==> src/rtl/cmdreg_pkg.sv <==
package cmdreg_pkg;
  localparam int WORD_W  = 32;
  localparam int LANE_W  = 8;
  localparam int LANES   = WORD_W / LANE_W;
  localparam int SEL_W   = LANE_W - 1;

  typedef logic [WORD_W-1:0] word_t;

  // Positions that carry the level bit of each lane; they never store state.
  localparam word_t LEVEL_POS = 32'h8080_8080;
endpackage

==> src/rtl/cmdreg_lane_dec.sv <==
module cmdreg_lane_dec
  import cmdreg_pkg::*;
(
  input  logic             hit,
  input  logic [LANES-1:0] be,
  input  word_t            data,
  output word_t            set_m,
  output word_t            clr_m
);
  for (genvar b = 0; b < LANES; b++) begin : g_lane
    logic             lvl;
    logic [SEL_W-1:0] sel;
    logic             act;

    assign lvl = data[b*LANE_W + SEL_W];
    assign sel = data[b*LANE_W +: SEL_W];
    assign act = hit & be[b];

    assign set_m[b*LANE_W +: LANE_W] = (act &  lvl) ? {1'b0, sel} : '0;
    assign clr_m[b*LANE_W +: LANE_W] = (act & ~lvl) ? {1'b0, sel} : '0;
  end
endmodule

==> src/rtl/cmdreg_word.sv <==
module cmdreg_word
  import cmdreg_pkg::*;
#(
  parameter word_t IMPL  = 32'h0000_0000,
  parameter word_t PULSE = 32'h0000_0000,
  parameter word_t RSTV  = 32'h0000_0000
) (
  input  logic  clk,
  input  logic  rst_n,
  input  logic  hit,
  input  word_t set_m,
  input  word_t clr_m,
  output word_t q
);
  localparam word_t KEEP    = IMPL & ~LEVEL_POS;
  localparam word_t PULSE_L = PULSE & KEEP;
  localparam word_t RST_L   = RSTV & KEEP;

  word_t base;
  word_t q_nxt;
  logic  q_en;

  always_comb begin
    base  = q & ~PULSE_L;
    q_nxt = ((base & ~clr_m) | set_m) & KEEP;
    q_en  = hit | (|(q & PULSE_L));
  end

  always_ff @(posedge clk or negedge rst_n) begin
    if (!rst_n)      q <= RST_L;
    else if (q_en)   q <= q_nxt;
  end

  AST_IDLE_HOLD: assert property (@(posedge clk) disable iff (!rst_n)
    !hit |=> (q == ($past(q) & ~PULSE_L))) else $error("idle change");
  AST_SET_TAKES: assert property (@(posedge clk) disable iff (!rst_n)
    hit |=> ((q & $past(set_m) & KEEP) == ($past(set_m) & KEEP))) else $error("set lost");
  AST_CLR_TAKES: assert property (@(posedge clk) disable iff (!rst_n)
    hit |=> ((q & $past(clr_m)) == '0)) else $error("clear lost");
  AST_PULSE_DROP: assert property (@(posedge clk) disable iff (!rst_n)
    (!hit && (|(q & PULSE_L))) |=> ((q & PULSE_L) == '0)) else $error("pulse stuck");
endmodule

==> src/rtl/cmdreg_rd_mux.sv <==
module cmdreg_rd_mux
  import cmdreg_pkg::*;
#(
  parameter int NUM_REGS = 5,
  parameter int ADDR_W   = 3
) (
  input  logic                       clk,
  input  logic                       rst_n,
  input  logic                       rd_en,
  input  logic [ADDR_W-1:0]          addr,
  input  logic [NUM_REGS*WORD_W-1:0] regs,
  output word_t                      rd_data
);
  word_t rd_nxt;

  always_comb begin
    rd_nxt = '0;
    for (int i = 0; i < NUM_REGS; i++) begin
      if (int'(addr) == i) rd_nxt = regs[i*WORD_W +: WORD_W];
    end
  end

  always_ff @(posedge clk or negedge rst_n) begin
    if (!rst_n)     rd_data <= '0;
    else if (rd_en) rd_data <= rd_nxt;
  end

  AST_RD_HOLD: assert property (@(posedge clk) disable iff (!rst_n)
    !rd_en |=> $stable(rd_data)) else $error("rd_data moved");
  AST_RD_OOR_ZERO: assert property (@(posedge clk) disable iff (!rst_n)
    (rd_en && (int'(addr) >= NUM_REGS)) |=> (rd_data == '0)) else $error("oor read");
endmodule

==> src/rtl/cmdreg_bank.sv <==
module cmdreg_bank
  import cmdreg_pkg::*;
#(
  parameter int NUM_REGS = 5,
  parameter int ADDR_W   = 3,
  parameter logic [NUM_REGS-1:0][31:0] IMPL_MASK = {
    32'h0000_001B, 32'h2036_7E07, 32'h3F7F_3F7F, 32'h000F_0F7F, 32'h1F7F_7F1F},
  parameter logic [NUM_REGS-1:0][31:0] PULSE_MASK = {
    32'h0, 32'h0, 32'h0, 32'h0001_0F00, 32'h0},
  parameter int   RST_REG = 2,
  parameter int   RST_BIT = 16,
  parameter logic RST_VAL = 1'b1
) (
  input  logic                       clk,
  input  logic                       rst_n,
  input  logic [ADDR_W-1:0]          addr,
  input  logic                       wr_en,
  input  logic [3:0]                 wr_be,
  input  logic [31:0]                wr_data,
  input  logic                       rd_en,
  output logic [31:0]                rd_data,
  output logic [NUM_REGS*32-1:0]     ctrl_q
);
  localparam int FLAT_W = NUM_REGS * WORD_W;

  // Reset synchroniser: asserts at once, releases on the clock.
  logic rst_meta;
  logic rst_sync;

  always_ff @(posedge clk or negedge rst_n) begin
    if (!rst_n) begin
      rst_meta <= 1'b0;
      rst_sync <= 1'b0;
    end else begin
      rst_meta <= 1'b1;
      rst_sync <= rst_meta;
    end
  end

  logic [FLAT_W-1:0] regs_flat;

  for (genvar i = 0; i < NUM_REGS; i++) begin : g_reg
    localparam word_t RV = (i == RST_REG) ? (word_t'(RST_VAL) << RST_BIT) : '0;

    logic  hit;
    word_t set_m;
    word_t clr_m;
    word_t q;

    assign hit = wr_en & (int'(addr) == i);

    cmdreg_lane_dec u_dec (
      .hit   (hit),
      .be    (wr_be),
      .data  (wr_data),
      .set_m (set_m),
      .clr_m (clr_m)
    );

    cmdreg_word #(
      .IMPL  (IMPL_MASK[i]),
      .PULSE (PULSE_MASK[i]),
      .RSTV  (RV)
    ) u_word (
      .clk   (clk),
      .rst_n (rst_sync),
      .hit   (hit),
      .set_m (set_m),
      .clr_m (clr_m),
      .q     (q)
    );

    assign regs_flat[i*WORD_W +: WORD_W] = q;

    AST_LEVEL_POS_ZERO: assert property (@(posedge clk) disable iff (!rst_sync)
      hit |=> ((q & LEVEL_POS) == '0)) else $error("level bit stored");
  end

  assign ctrl_q = regs_flat;

  cmdreg_rd_mux #(
    .NUM_REGS (NUM_REGS),
    .ADDR_W   (ADDR_W)
  ) u_rd (
    .clk     (clk),
    .rst_n   (rst_sync),
    .rd_en   (rd_en),
    .addr    (addr),
    .regs    (regs_flat),
    .rd_data (rd_data)
  );

  AST_OOR_WRITE_IGNORED: assert property (@(posedge clk) disable iff (!rst_sync)
    (wr_en && (int'(addr) >= NUM_REGS) && (|(ctrl_q & {NUM_REGS{32'h0001_0F00}})) == 1'b0)
    |=> $stable(ctrl_q)) else $error("oor write");
endmodule

==> config.mk <==
export PLATFORM = sky130hd
export DESIGN_NAME = cmdreg_bank
export DESIGN_NICKNAME = d
export VERILOG_FILES = /design/src/rtl/cmdreg_pkg.sv /design/src/rtl/cmdreg_lane_dec.sv /design/src/rtl/cmdreg_word.sv /design/src/rtl/cmdreg_rd_mux.sv /design/src/rtl/cmdreg_bank.sv
export SDC_FILE = /design/constraint.sdc
export NUM_CORES = 1
export LEC_CHECK = 0
export BUFFER_PORTS_ARGS = -buffer_cell sky130_fd_sc_hd__buf_2
export CAP_MARGIN = 20
export CELL_PAD_IN_SITES_DETAIL_PLACEMENT = 1
export CELL_PAD_IN_SITES_GLOBAL_PLACEMENT = 1
export CORE_ASPECT_RATIO = 0.6
export CORE_MARGIN = 2
export CORE_UTILIZATION = 25
export DETAILED_ROUTE_END_ITERATION = 12
export MAX_ROUTING_LAYER = met4
export PLACE_DENSITY_LB_ADDON = 0.1
export SYNTH_ARGS = -nofsm -noshare
export SYNTH_HDL_FRONTEND = slang
export SYNTH_SLANG_ARGS = --single-unit
==> constraint.sdc <==
create_clock -name clk -period 5.6 [get_ports clk]
set_input_delay 1.12 -clock clk [delete_from_list [all_inputs] [get_ports clk]]
set_output_delay 1.12 -clock clk [all_outputs]
set_load 0.01 [all_outputs]
==> results.md <==
* Status: completed
* CTS tree: done
* Fin area at 6761 um2
* Syn Inst Count at 527
* Worst setup path class: primary input to register
* DR iter-0 viols at 102
* Pwr/cell area at 314.1 nW/um2
* Fin util at 0.3035
* Top Ports at 235
* Layout fillers at 2583
* Post-CTS Setup Inserts at 0
* Final cell count without fillers at 982
* Mapped cell area at 5747 um2
* Via Count at 4112
* R2R Setup Slk at 3.93 ns
* # hold bufs at CTS at 0
* Clock-pin slew on the worst setup and hold paths at 0.07 ns
* Worst Skew at 0.007500 ns
* Met3 wire length at 878 um
* RSZ-0062 raised after global routing: false
* Count of placed standard cells including taps at 967
* Distinct cells, synth at 37
* MaxCap Viol Count at 0
* Clk_lat worst skew at 0.36 ns
* Critical path required time at 5.88 ns
* Crit-path max cell delay at 0.61 ns
* Synth area leaders: dfrtp_1 (48%), mux2_2 (11%), buf_4 (11%), nand2_1 (5.5%), mux2_1 (3.1%)
* HPWL after detailed placement at 12.96 mm
* Synth Area per Inst at 10.90 um2
* Setup violators final at 0
* Area Growth Syn to Fin at 17.66%
* Critical path's slowest cell: or2_2
* Cell breakdown of the critical path: buf_2 > buf_4 > nand2b_1 > or2_2 > o221ai_1
* Worst Max-Slew Pin Slew at 0.8433 ns
* Die area at 24260 um2
* CP startpoint kind: primary input
* Largest net degree at the start of global routing at 63
* Vias per inst at 4.187
* Max Root-Sink Buffers at 2
* Post-DR wirelength/cell at 18.20 um
* Top cell type's share of synthesized area at 0.4833
* Fraction of layout cells with a size suffix above 1 at 0.3685
* Total CTS buffers at 9
* Drc violations at 0
* F_max at 0.3666 GHz
* First-pass GRT wire length at 26.77 mm
* Initial core utilization at 0.2579
* Post-route setup TNS at 0 ns
* Final #Nets at 713
* Rows at 42
* Static leakage at 3.329 nW
* Synth warnings at 0
* Final Hold Viols at 0
* Max H-tree Level at 3
* Drt first pass iters at 4
* Routed Antenna Nets at 0
* Critical path peak fanout at 37
* Seq/Total Area, Yosys at 0.4879
* Peak VDD IR at 0.1433 mV
* Root Driver: clkbuf_16
* Cell class contributing the biggest share of worst-path delay: simple AND/OR/NAND/NOR gates
* Die Span X at 199.7 um
* I/O Buffers at 151
* Gpl congestion at 0.7294
* Total track usage at 0.1552
* Antenna violations before repair at 1
* M1 WL at 8.539 mm
* Hold crit path type: register to register
* Core Area at 22280 um2
* CP endpoint kind: register
* Post-synth top area cell: dfrtp_1
* Total Routed Length at 17.87 mm
* Clock Sinks at 112
* Placed Instance Area at 6513 um2
* Flops & latches, synth at 112
* Worst Path Arrival at 3.01 ns
* Hold Slack at 0.3511 ns
* Uppermost layer routed: met4
* Crit path buf inv count at 2
* Grt total ovfl at 0
* WL met2 at 8.289 mm
* Vias in the first global route at 4335
* Worst slew margin at 0.4378
* Slew Limit Fails at 0
* Die Ht at 121.4 um
* Tmin final at 2.728 ns
* Period utilization at 0.4871
* Resized Gates After CTS at 0
==> final timing paths <==
kind | depth (start not counted) | endpoint | startpoint
max | 5 | u_rd.rd_data[19] | rd_en
min | 0 | rst_sync | rst_meta
max reg2reg | 1 | g_reg[4].u_word.q[4] | rst_sync
min reg2reg | 0 | rst_sync | rst_meta
max in group asynchronous | 1 | g_reg[4].u_word.q[4] | rst_sync
min in group asynchronous | 0 | u_rd.rd_data[11] | rst_sync
==> synthesized netlist by cell type <==
| master | n |
|---|---|
| buf_4 | 83 |
| nor2_1 | 12 |
| nand3b_2 | 1 |
| o21ai_0 | 6 |
| and4_1 | 1 |
| o221ai_1 | 3 |
| nor2b_1 | 7 |
| nand4b_1 | 1 |
| dfrtp_1 | 111 |
| conb_1 | 2 |
| mux2i_1 | 7 |
| inv_1 | 25 |
| buf_2 | 9 |
| nor2_4 | 1 |
| or2_4 | 1 |
| mux2_2 | 57 |
| and2_1 | 4 |
| nand2_1 | 84 |
| or2_2 | 1 |
| a31oi_1 | 4 |
| nand3b_4 | 2 |
| a22oi_1 | 2 |
| o22a_1 | 4 |
| mux2_1 | 16 |
| a22o_1 | 8 |
| nand2b_1 | 8 |
| a21oi_1 | 7 |
| nand3_1 | 8 |
| dfstp_2 | 1 |
| o22ai_1 | 19 |
| nor2_2 | 8 |
| buf_1 | 2 |
| nand3b_1 | 1 |
| clkbuf_1 | 10 |
| nor3_4 | 1 |
| and3_1 | 2 |
| mux4_2 | 8 |
==> state kept, by name, indices dropped and copies added, names as in the netlist <==
register and flops:
g.u_word.q 83, u_rd.rd_data 27, rst_sync 1, rst_meta 1
==> per-layer routing <==
metal | vias up | GRT usage
met5 | - | -
met4 | 0 | 0.03472
met3 | 11 | 0.03919
met2 | 97 | 0.2300
met1 | 2101 | 0.2134
li1 | 1903 | -
==> report_power, final <==
| group | switching [mW] | total (mW) | internal [mW] |
|---|---|---|---|
| registers | 0.112 | 1.05 | 0.939 |
| clock network | 0.290 | 0.587 | 0.296 |
| logic | 0.263 | 0.487 | 0.224 |
==> cell families (layout without fill, tap and decap cells) <==
family,Yosys count,in the layout,share of synthesized area
buffers and inverters,129,194,0.1404
other,2,84,0.001307
AOI/OAI and AO/OA,53,53,0.06183
muxes,88,88,0.1866
DFF,112,112,0.4879
and+or+nand+nor,143,143,0.1219
==> cell type report <==
cell class / instances / area (um2) / area share
Multi-Input combinational cell: 367 / 2440 / 0.3608
Antenna cell: 1 / 2.502 / 0.0003701
Clock inverter: 2 / 10.01 / 0.001480
Timing Repair Buffer: 155 / 785.8 / 0.1162
Sequential cell: 112 / 2808 / 0.4152
Tap cell: 308 / 385.4 / 0.05699
Clock buffer: 12 / 236.5 / 0.03497
Inverter: 25 / 93.84 / 0.01388
==> metrics by stage <==
| stage | worst slack (ns) | total power [mW] |
|---|---|---|
| floorplan | 2.251 | 1.359 |
| global placement | 2.392 | 1.551 |
| detailed placement | 2.356 | 1.567 |
| CTS | 2.745 | 2.170 |
| global route | 2.656 | 2.258 |
| finish | 2.872 | 2.124 |
==> cells in the final DEF, fill, tap and decap left out, types with 3 or more instances in the layout <==
cell	count
a22o_1	8
dfrtp_1	110
and2_1	4
nor2_1	12
nand2_1	84
mux4_2	8
clkbuf_1	3
nand3_1	8
nand2b_1	8
nor2b_1	7
buf_4	4
nor2_2	8
o21ai_0	6
clkbuf_16	9
a31oi_1	4
mux2_2	57
buf_2	151
o22ai_1	19
mux2i_1	7
mux2_1	16
o22a_1	4
inv_1	25
conb_1	83
o221ai_1	3
a21oi_1	7
Note: power is estimated with default switching activity, not from simulation.
